--- src/rtl/brres_pkg.sv ---
package brres_pkg;
  typedef enum logic [1:0] {
    BK_JUMP     = 2'd0,
    BK_COND_IMM = 2'd1,
    BK_COND_LR  = 2'd2,
    BK_COND_CTR = 2'd3
  } br_kind_e;
endpackage

--- src/rtl/br_rst_sync.sv ---
module br_rst_sync (
  input  logic clk,
  input  logic rst_n,
  output logic rst_q_n
);
  logic [1:0] sync_q;

  always_ff @(posedge clk or negedge rst_n) begin
    if (!rst_n) sync_q <= 2'b00;
    else        sync_q <= {sync_q[0], 1'b1};
  end

  assign rst_q_n = sync_q[1];
endmodule

--- src/rtl/br_cond_eval.sv ---
module br_cond_eval #(
  parameter int XLEN = 32
) (
  input  brres_pkg::br_kind_e kind,
  input  logic [4:0]          bo,
  input  logic                cr_bit,
  input  logic [XLEN-1:0]     ctr_q,
  output logic                taken,
  output logic                dec_en,
  output logic [XLEN-1:0]     ctr_dec
);
  import brres_pkg::*;

  logic is_jump, bad_form, ctr_zero, ctr_ok, cond_ok;
  logic [XLEN-1:0] ctr_seen;

  always_comb begin
    is_jump  = (kind == BK_JUMP);
    bad_form = (kind == BK_COND_CTR) && !bo[2];
    dec_en   = !is_jump && !bo[2] && !bad_form;
    ctr_dec  = ctr_q - XLEN'(1);
    ctr_seen = dec_en ? ctr_dec : ctr_q;
    ctr_zero = (ctr_seen == '0);
    ctr_ok   = bo[2] || (ctr_zero == bo[1]);
    cond_ok  = bo[4] || (cr_bit == bo[3]);
    taken    = is_jump || (!bad_form && ctr_ok && cond_ok);
  end
endmodule

--- src/rtl/br_target_gen.sv ---
module br_target_gen #(
  parameter int XLEN   = 32,
  parameter int DISP_W = 24
) (
  input  brres_pkg::br_kind_e kind,
  input  logic                abs_addr,
  input  logic [DISP_W-1:0]   disp,
  input  logic [XLEN-1:0]     pc,
  input  logic [XLEN-1:0]     lr_q,
  input  logic [XLEN-1:0]     ctr_q,
  output logic [XLEN-1:0]     target
);
  import brres_pkg::*;

  localparam int EXT_W = XLEN - DISP_W - 2;
  localparam logic [XLEN-1:0] ALIGN_MASK = ~XLEN'(3);

  logic [XLEN-1:0] disp_ext;

  always_comb begin
    disp_ext = {{EXT_W{disp[DISP_W-1]}}, disp, 2'b00};
    case (kind)
      BK_COND_LR:  target = lr_q & ALIGN_MASK;
      BK_COND_CTR: target = ctr_q & ALIGN_MASK;
      default:     target = abs_addr ? disp_ext : (pc + disp_ext);
    endcase
  end
endmodule

--- src/rtl/br_regs.sv ---
module br_regs #(
  parameter int XLEN = 32
) (
  input  logic            clk,
  input  logic            rst_q_n,
  input  logic            ctr_we,
  input  logic [XLEN-1:0] ctr_d,
  input  logic            lr_we,
  input  logic [XLEN-1:0] lr_d,
  output logic [XLEN-1:0] ctr_q,
  output logic [XLEN-1:0] lr_q
);
  always_ff @(posedge clk or negedge rst_q_n) begin
    if (!rst_q_n)    ctr_q <= '0;
    else if (ctr_we) ctr_q <= ctr_d;
  end

  always_ff @(posedge clk or negedge rst_q_n) begin
    if (!rst_q_n)   lr_q <= '0;
    else if (lr_we) lr_q <= lr_d;
  end
endmodule

--- src/rtl/branch_resolver.sv ---
module branch_resolver #(
  parameter int XLEN   = 32,
  parameter int DISP_W = 24,
  parameter int SEL_W  = 5
) (
  input  logic              clk,
  input  logic              rst_n,
  input  logic              valid_i,
  input  logic [1:0]        kind_i,
  input  logic              abs_i,
  input  logic              link_i,
  input  logic [4:0]        bo_i,
  input  logic [SEL_W-1:0]  bi_i,
  input  logic [DISP_W-1:0] disp_i,
  input  logic [XLEN-1:0]   pc_i,
  input  logic [XLEN-1:0]   cr_i,
  input  logic              ctr_ld_i,
  input  logic              lr_ld_i,
  input  logic [XLEN-1:0]   ld_data_i,
  output logic              taken_o,
  output logic [XLEN-1:0]   next_pc_o,
  output logic [XLEN-1:0]   ctr_o,
  output logic [XLEN-1:0]   lr_o
);
  import brres_pkg::*;

  localparam logic [XLEN-1:0] INSN_BYTES = XLEN'(4);

  logic            rst_q_n;
  br_kind_e        kind;
  logic            cond_taken, dec_en;
  logic [XLEN-1:0] ctr_dec, target, seq_pc;
  logic [XLEN-1:0] ctr_q, lr_q, ctr_d, lr_d;
  logic            ctr_we, lr_we;

  assign kind = br_kind_e'(kind_i);

  br_rst_sync u_rst (
    .clk     (clk),
    .rst_n   (rst_n),
    .rst_q_n (rst_q_n)
  );

  br_cond_eval #(.XLEN(XLEN)) u_cond (
    .kind    (kind),
    .bo      (bo_i),
    .cr_bit  (cr_i[bi_i]),
    .ctr_q   (ctr_q),
    .taken   (cond_taken),
    .dec_en  (dec_en),
    .ctr_dec (ctr_dec)
  );

  br_target_gen #(.XLEN(XLEN), .DISP_W(DISP_W)) u_tgt (
    .kind     (kind),
    .abs_addr (abs_i),
    .disp     (disp_i),
    .pc       (pc_i),
    .lr_q     (lr_q),
    .ctr_q    (ctr_q),
    .target   (target)
  );

  // next-state selection for the owned registers
  always_comb begin
    seq_pc = pc_i + INSN_BYTES;
    if (valid_i) begin
      ctr_we = dec_en;
      ctr_d  = ctr_dec;
      lr_we  = link_i;
      lr_d   = seq_pc;
    end else begin
      ctr_we = ctr_ld_i;
      ctr_d  = ld_data_i;
      lr_we  = lr_ld_i;
      lr_d   = ld_data_i;
    end
    taken_o   = valid_i && cond_taken;
    next_pc_o = taken_o ? target : seq_pc;
  end

  br_regs #(.XLEN(XLEN)) u_regs (
    .clk     (clk),
    .rst_q_n (rst_q_n),
    .ctr_we  (ctr_we),
    .ctr_d   (ctr_d),
    .lr_we   (lr_we),
    .lr_d    (lr_d),
    .ctr_q   (ctr_q),
    .lr_q    (lr_q)
  );

  assign ctr_o = ctr_q;
  assign lr_o  = lr_q;
endmodule

--- config.mk ---
export PLATFORM = sky130hd
export DESIGN_NAME = branch_resolver
export DESIGN_NICKNAME = d
export VERILOG_FILES = /design/src/rtl/brres_pkg.sv /design/src/rtl/br_rst_sync.sv /design/src/rtl/br_cond_eval.sv /design/src/rtl/br_target_gen.sv /design/src/rtl/br_regs.sv /design/src/rtl/branch_resolver.sv
export SDC_FILE = /design/constraint.sdc
export NUM_CORES = 1
export LEC_CHECK = 0
export BUFFER_PORTS_ARGS = -buffer_cell sky130_fd_sc_hd__buf_2
export CAP_MARGIN = 40
export CORE_MARGIN = 2
export CORE_UTILIZATION = 30
export DETAILED_ROUTE_END_ITERATION = 8
export PLACE_DENSITY = 0.61
export SETUP_SLACK_MARGIN = 0.15
export SYNTH_ARGS = -nofsm -noshare
export SYNTH_HDL_FRONTEND = slang
export SYNTH_SLANG_ARGS = --single-unit
--- constraint.sdc ---
create_clock -name clk -period 4.25 [get_ports clk]
set_clock_uncertainty 0.15 [all_clocks]
set_input_delay 0.85 -clock clk [delete_from_list [all_inputs] [get_ports clk]]
set_output_delay 0.85 -clock clk [all_outputs]
set_load 0.1 [all_outputs]
======== Yosys cells after proc, flatten, opt, wreduce, memory -nomap -nowiden ========
Index checks and enable logic that the tools add are counted.
storage, ports and cells
  input bits .............................. 139
  register bits after elaboration ......... 66
  logic and storage cells ................. 35
  output and inout bits ................... 97
cells by class
  muxes and demuxes ....................... 10
  $add $sub $neg .......................... 3
  reductions and logical operators ........ 14
  equality and inequality tests ........... 4
  $lt $le $gt $ge ......................... 1
operators by type and width
  operator                                                     count
  two-way mux 32 bit                                           5
  case mux 32 bit (2 select lines)                             1
  adder 32 x 3 -> 32 bit (second input constant)               1
  adder 32 bit                                                 1
  zero test 32 bit                                             1
  subtractor 32 x 1 -> 32 bit (second input constant)          1
  logical AND 1 bit                                            6
  less-than comparator 5 x 6 -> 1 bit (second input constant)  1
  binary-select mux 1 bit (select 5 bit)                       1
  equality test 2 bit (second input constant)                  2
  zero test 1 bit                                              3
  logical OR 1 bit                                             3
  two-way mux 1 bit                                            3
  equality test 1 bit                                          2
  zero test 2 bit                                              1

======== Longest topological paths before layout ========
Gate-level depths: netlist (run 1).
  depth after elaboration ................. 13
  depth in mapped cells ................... 14
  gate-level depth less buffers ........... 13

======== Hierarchy ========
Synthesis (run 1) repeated with hierarchy kept, for this count alone.
second synthesis, totals
  cell total of the unflattened synthesis .. 960
  area, all modules ....................... 8,224.1 µm²
modules (own cells, without submodules)
  module           times used  area an instance (µm²)  cells each  sequential area each (µm²)
  br_regs          1           2,690.1                 136         1,601.5
  br_target_gen    1           2,461.1                 361         0.0
  branch_resolver  1           1,935.6                 304         0.0
  br_cond_eval     1           1,083.5                 156         0.0
  br_rst_sync      1           53.8                    3           50.0

======== Least setup slack after synthesis (run 1) ========
No wires, ideal clock.
  path kind ............................... register -> output
  start ................................... register u_regs.ctr_q[1]
  end ..................................... output port next_pc_o[24]
  path buffers ............................ 2
  required time ........................... 3.250 ns
  data arrival time ....................... 5.200 ns
  cell stages (with the launch flop) ...... 15
  path slack .............................. -1.950 ns
  cell sequence ........................... dfrtp_1 > inv_1 > ha_1 > or4b_1 > buf_4 > o41ai_2 > nand4_1 > a21oi_1 > a32oi_1 > o31ai_1 > nand4_1 > xnor2_2 > a211oi_4 > buf_6 > mux2i_1
between the ends
  longest elaborated chain between the ends .. 10
RTL lines
  what                                line                   RTL
  start, declared                     br_regs.sv:10          output logic [XLEN-1:0] ctr_q,
  start signal, assigned              br_regs.sv:15          else if (ctr_we) ctr_q <= ctr_d;
  subtractor 32 x 1 -> 32 bit         br_cond_eval.sv:21     ctr_dec = ctr_q - XLEN'(1);
  two-way mux 32 bit (*)              br_cond_eval.sv:22     ctr_seen = dec_en ? ctr_dec : ctr_q;
  zero test 32 bit (*)                br_cond_eval.sv:23     ctr_zero = (ctr_seen == '0);
  equality test 1 bit (*)             br_cond_eval.sv:24     ctr_ok = bo[2] || (ctr_zero == bo[1]);
  logical OR 1 bit (*)                br_cond_eval.sv:24
  logical AND 1 bit (*) (2 in a row)  br_cond_eval.sv:26     taken = is_jump || (!bad_form && ctr_ok && cond_ok);
  logical OR 1 bit (*)                br_cond_eval.sv:26
  logical AND 1 bit (*)               branch_resolver.sv:78  taken_o = valid_i && cond_taken;
  net taken_o                         branch_resolver.sv:20  output logic taken_o,
  two-way mux 32 bit (*)              branch_resolver.sv:79  next_pc_o = taken_o ? target : seq_pc;
  end, declared                       branch_resolver.sv:21  output logic [XLEN-1:0] next_pc_o,
The timed path passes the listed nets; every way through them passes the cells marked *.

======== Worst setup path after layout (run 1) ========
  start ................................... input port disp_i[0]
  end ..................................... output port next_pc_o[30]
between the ends
  longest elaborated chain between the ends .. 4
RTL lines
  what                              line                   RTL
  start, declared                   branch_resolver.sv:14  input logic [DISP_W-1:0] disp_i,
  adder 32 bit                      br_target_gen.sv:25    default: target = abs_addr ? disp_ext : (pc + disp_ext);
  two-way mux 32 bit                br_target_gen.sv:25
  case mux 32 bit (2 select lines)  br_target_gen.sv:22    case (kind)
  two-way mux 32 bit                branch_resolver.sv:79
No other way between the ends.

==> results.ini, run 1 <==
[outcome]
outcome=finished, violations left
violations=setup timing

[cts]
clock_sinks=66
cts-htree-levels=3
clk_latency_ns=0.35
clockBufferDepth=2
cts_buffers=9
cts_tree=built
cts-root-buf=clkbuf_16
clk_pin_slew_worst_paths_ns=0.07
hold_buffers=0

[finish]
drive_gt1_share_pct=39.8
stdcell_area_mm2=0.0117
fin_nets=1516
fillCellCount=2351
final_cells=1675
fin_util_pct=48.2
syn2layout_area_growth_pct=57.8

[power]
leakage_nw=5.28
power_mw=4.35
powerDensity_mw_per_mm2=371
ir_drop_uv=276

[logic_synthesis]
synth.distinct_cells=72
synth_top_cell_by_area=dfrtp_1
synth_ff_type=dfrtp_1
yosys_warnings=0
synth_top_area_share_pct=22.2
netlist_area_mm2=0.00743
synth_nets=1135
synth_edf_count=0
synth_seq_cells=66
synth_common_cells=149 x nand2_1, 121 x o21ai_0, 80 x mux2i_1
async_flop_share_pct=100
ys_top_cells_by_area=dfrtp_1 22%, mux2i_1 11%, o21ai_0 8.1%, nand2_1 7.5%, xor2_1 5.4%
synth_most_common_cell=nand2_1
synthCells=964
ys_seq_area_share_pct=22.2
syn_area_per_cell_um2=7.71

[routing]
drt_iter0_drc=704
post_drt_wl_per_cell_um=18.5
drc=0
ant_nets=0
firstDrtPassIters=6
vias=8905
drt_wl_total_mm=30.9
via_per_inst=5.32

[place]
dp_hpwl_mm=24.9
dp.cells=1650
port_buffers=234
globalplace.congestion=0.933
place_area_mm2=0.0111

[critical_path]
path_class=primary input to output pin
start_kind=primary input
cp_max_fo=3
crit_required_ns=3.25
crit_start=disp_i[0]
r2r-start=u_regs.ctr_q[1]$_DFFE_PN0P_
cp_data_arrival_time_ns=3.90
cp-end-kind=output pin
ff2ff_path_depth=11

[timing]
finalSetupViolations=33
period_share_pct=115
hold_viol=0
finalCriticalPeriod_ns=4.90
tightest_slew_ns=0.861
hold_ws_ns=0.0535
slew_viol_final=0
maxSlewHeadroom_pct=42.4
fin_ws_ns=-0.653
rsz0062_at_grt=yes
fmax_mhz=204

[floorplan]
design.core.area_mm2=0.0243
pin_count=236
die_height_um=161
dieArea_mm2=0.0261
die_w_um=161
start_util_pct=30.6
num_rows=57

[grt]
antenna_found_initial=2
grt_start_max_net_pins=65
grt_pass1_vias=8665
grtUsageTotal_pct=23.2
overflow=0
grt_pass1_wl_mm=47.3

[hold_path]
hold_class=flop to async pin

[flow_run]
cap_violations=0

## sequential cells by signal (all words and copies together) (netlist names)
register,count
u_regs.ctr_q,32
u_regs.lr_q,32
u_rst.sync_q,2
## path summary, 6_finish.rpt
kind                                                end  slack, ns
setup reg to reg           u_regs.ctr_q[30]$_DFFE_PN0P_       1.57
hold / removal               u_regs.lr_q[4]$_DFFE_PN0P_       0.05
min in group clk              u_rst.sync_q[1]$_DFF_PN0_       0.21
hold reg to reg              u_regs.lr_q[4]$_DFFE_PN0P_       0.05
max in group asynchronous  u_regs.ctr_q[15]$_DFFE_PN0P_       2.96
setup / recovery                          next_pc_o[30]      -0.65
## repair_timing
item,in CTS,in global routing
cloned,1,0
setup endpoints to repair,33,33
pin swaps,11,12
setup buffers,3,5
gates resized for setup,25,19
## power by group
part	total, mW	internal (mW)	switching (mW)	leakage [nW]
registers	0.817	0.723	0.0935	0.780
logic	2.71	0.894	1.82	4.35
clock network	0.826	0.516	0.310	0.149
## cell type report
| type | count | area (um^2) | share of cell area [%] |
|---|---|---|---|
| clock buffers | 10 | 229 | 1.95 |
| inverters | 15 | 56.3 | 0.480 |
| repair buffers | 430 | 3280 | 28.0 |
| flip-flops and latches | 66 | 1660 | 14.2 |
| multi-input cells | 823 | 6000 | 51.1 |
| well taps | 324 | 405 | 3.45 |
| clock inverters | 6 | 92.6 | 0.789 |
| diodes | 1 | 2.50 | 0.0213 |
## stage by stage
step                      setup slack [ns]  setup TNS (ns)
after floorplan                     -0.918          -27.41
after global placement              -0.704          -21.52
after detailed placement            -0.739          -22.21
after CTS                           -0.670          -20.32
after global routing                -0.867          -27.31
final                               -0.653          -20.13
## critical path, stage by stage
cell	delay (ns)
buf_2	0.11
ha_1	0.20
inv_1	0.07
fa_1	0.19
nor2b_1	0.06
o31a_1	0.26
o31a_1	0.33
o31ai_1	0.23
buf_4	0.17
a21oi_2	0.06
o21ai_0	0.19
o21ai_0	0.18
mux2i_1	0.16
a221oi_1	0.38
buf_4	0.19
mux2i_4	0.07
buf_12	0.18
## cell families after synthesis
logic type	Yosys count	share of synthesized area (%)
compound gates	274	22.4
simple gates	345	21.9
fa+ha+maj	32	5.49
buf+inv	75	4.26
flops	66	22.2
mux	96	14.7
other cells	1	0.0504
xor+xnor	75	8.94
## layout by cell type, fill, tap and decap left out, types with 4 or more instances in the layout
cell and instances:
o31a_1 4, nand2b_1 8, buf_2 199, nor2_1 75, nor2b_1 12, a221oi_1 4
and3_1 9, inv_1 13, nand3_1 25, mux4_2 10, nor3_1 16, clkbuf_16 9
ha_1 30, buf_6 6, o31ai_1 5, buf_12 36, a21oi_1 49, a211oi_1 17
dfrtp_1 56, o21a_1 7, o21ai_1 4, mux2i_1 50, nor4_1 9, o22a_1 4
nand4_1 10, mux2_2 5, o21ai_0 119, buf_16 4, or3_1 5, a21o_1 13
dfrtp_2 10, nand2_1 149, a31oi_1 9, xor2_1 46, mux2i_4 30, buf_4 185
xnor2_1 28
## layer usage
layer  vias up  part of all wire, %  track usage, %  wire length (um)
met2       375                   49            40.1             15100
met5         -                0.042               0                13
met3        46                  7.9            4.83              2440
met4         2                  2.5            6.49               762
li1       4269                    -               -                 -
met1      4213                   41            29.2             12600
Power figures use the tool's default switching activity.
==> run 2: changes to the inputs <==
Settings changed: MAX_ROUTING_LAYER from default to met4.
==> run 2 against run 1 <==
  * The flow still finishes with violations (setup timing)
  * Final area fell by 0.35%
  * Clock power rose by 6.4%
  * Wire length fell by 1.2%
  * Total power rose by 0.87%
  * Largest cell class unchanged
==> results.ini, run 2 (same netlist as run 1, synthesis figures left out) <==
[finish]
drive_gt1_share_pct=39.4  ; -0.40 points
regArea_mm2=0.00166  ; unchanged
fin_nets=1512  ; -0.26%
final_common_cell=buf_2
layout_common_cells=199 x buf_2, 183 x buf_4, 149 x nand2_1
largestRegisters=u_regs.ctr_q: 32 flops, u_regs.lr_q: 32 flops, u_rst.sync_q: 2 flops
fillCellCount=2388  ; +1.6%
multi_input_area_mm2=0.00598  ; -0.31%
syn2layout_area_growth_pct=57.3

[cts]
clk_pin_slew_worst_paths_ns=0.06  ; about the same
cts_tree=built
cts-root-buf=clkbuf_16
clockBufferDepth=2  ; unchanged
cts_buffers=9  ; unchanged
cts-htree-levels=3  ; unchanged
clk_latency_ns=0.34  ; about the same
clock_sinks=66  ; unchanged

[power]
net-switching-power_mw=2.20  ; -0.70%
powerDensity_mw_per_mm2=375  ; +1.2%
p_sw_share_pct=50.2  ; -0.79 points
leakage_nw=5.25  ; -0.46%
p_comb_share_pct=61.4  ; -0.9 points
power_mw=4.39  ; +0.87%
ir_drop_uv=232  ; -16%
p_int_mw=2.19  ; +2.5%
p_clk_share_pct=20.0  ; +1.0 points
seq_power_share_pct=18.5  ; -0.3 points

[critical_path]
crit_required_ns=3.25  ; about the same
path_buf_inv=4  ; -1
slowest_stage=mux4_2
path_class=primary input to output pin
cp_max_fo=8  ; +5
start_kind=primary input
cp_data_arrival_time_ns=3.90  ; about the same
slowest_delay_ns=0.52  ; +0.14 ns
cp-end-kind=output pin
worstPathCellList=buf_4 -> mux4_2 -> mux4_2 -> mux2i_1 -> xor2_1 -> nor3_1 -> a211oi_4 -> buf_12 -> buf_16 -> mux2i_4 -> buf_12
cp_top_family=multiplexers

[floorplan]
design.core.area_mm2=0.0243  ; unchanged
start_util_pct=30.6  ; unchanged
num_rows=57  ; unchanged
dieArea_mm2=0.0261  ; unchanged
pin_count=236  ; unchanged
die_w_um=161  ; unchanged
die_height_um=161  ; unchanged

[grt]
antenna_found_initial=2  ; unchanged
grtUsageTotal_pct=23.9  ; +0.77 points
grt_start_max_net_pins=65  ; unchanged
grt_pass1_wl_mm=47.2  ; -0.28%
grt_pass1_vias=8590  ; -0.87%
overflow=0  ; unchanged

[timing]
slew_viol_final=0  ; unchanged
fin_ws_ns=-0.654  ; -0.000984 ns
fin_setup_tns_ns=-20.00  ; +0.123 ns
tightest_slew_ns=0.829  ; -0.0316 ns
finalSetupViolations=33  ; unchanged
hold_viol=0  ; unchanged
fmax_mhz=204  ; about the same
period_share_pct=115  ; about the same
finalCriticalPeriod_ns=4.90  ; +0.000984 ns
rsz0062_at_grt=yes
maxSlewHeadroom_pct=44.5  ; +2.1 points

[place]
globalplace.congestion=0.949  ; +1.7%
dp_hpwl_mm=24.9  ; -0.35%
port_buffers=234  ; unchanged

[routing]
ant_nets=0  ; unchanged
drt_wl_total_mm=30.6  ; -1.2%
drt_iter0_drc=491  ; -30%
post_drt_wl_per_cell_um=18.3  ; -0.92%
drc=0  ; unchanged
vias=8761  ; -1.6%
firstDrtPassIters=6  ; unchanged
via_per_inst=5.24  ; -1.4%

[hold_path]
hold_class=flop to async pin

[outcome]
outcome=finished, violations left
violations=setup timing

[flow_run]
cap_violations=0  ; unchanged

==> run 2: cell count changes in the layout (fill, tap and decap cells not counted), sizes merged <==
cell,previous run,this run
buf,430,426
bufinv,2,3
clkinv,2,1
clkinvlp,2,1
inv,15,16
==> run 2: power by group through the flow <==
stage / clock, mW / sequential, mW / combinational [mW]
floorplan: 0 / 1.50 / 1.10
global placement: 0 / 0.824 / 2.61
detailed placement: 0 / 0.823 / 2.64
CTS: 0.890 / 0.812 / 2.69
global route: 0.921 / 0.827 / 2.84
finish: 0.879 / 0.814 / 2.70
==> run 2: final timing paths <==
kind,depth (start not counted),startpoint,to,slack (ns)
min reg2reg,0,u_rst.sync_q[1]$_DFF_PN0_,u_regs.ctr_q[6]$_DFFE_PN0P_,0.05
max,11,bi_i[0],next_pc_o[9],-0.65
min,0,u_rst.sync_q[1]$_DFF_PN0_,u_regs.ctr_q[6]$_DFFE_PN0P_,0.05
max in group asynchronous,1,u_rst.sync_q[1]$_DFF_PN0_,u_regs.ctr_q[9]$_DFFE_PN0P_,3.15
max reg2reg,11,u_regs.ctr_q[1]$_DFFE_PN0P_,u_regs.ctr_q[30]$_DFFE_PN0P_,1.52
min in group clk,0,u_rst.sync_q[0]$_DFF_PN0_,u_rst.sync_q[1]$_DFF_PN0_,0.20
==> run 2: through the flow <==
stage               cell area (um^2)  worst slack, ns  hold slack, ns  utilization, %  instances
global placement               11100           -0.704           0.185            45.5       1647
CTS                            11600           -0.643          0.0644            47.7       1666
floorplan                       7860           -0.918           0.181               -        964
finish                         11700           -0.654          0.0533            48.1       1671
global route                   11700           -0.810          0.0820            48.1       1671
detailed placement             11100           -0.741          0.0583            45.6       1648
==> run 2: area by class of cell <==
cell class,count,area share (%)
inverters,15,0.482
clock inverters,6,0.984
clock buffers,10,1.96
multi-input cells,823,51.2
repair buffers,426,27.7
well taps,324,3.47
flip-flops and latches,66,14.2
diodes,1,0.0214
==> run 2: repair_timing <==
action | in CTS | in global routing
endpoints found under the setup margin | 33 | 33
hold buffers | 0 | 0
pin swaps | 6 | 4
gates cloned | 1 | 0
gates resized for setup | 26 | 14
setup buffers | 1 | 4
==> run 2: layer usage <==
layer  part of all wire, %  vias to the layer above  global-route usage [%]
met2                    49                      331                    40.5
li1                      -                     4275                       -
met1                    41                     4111                    29.2
met5                     0                        -                       -
met4                   2.6                        0                    6.78
met3                   7.1                       44                    4.37
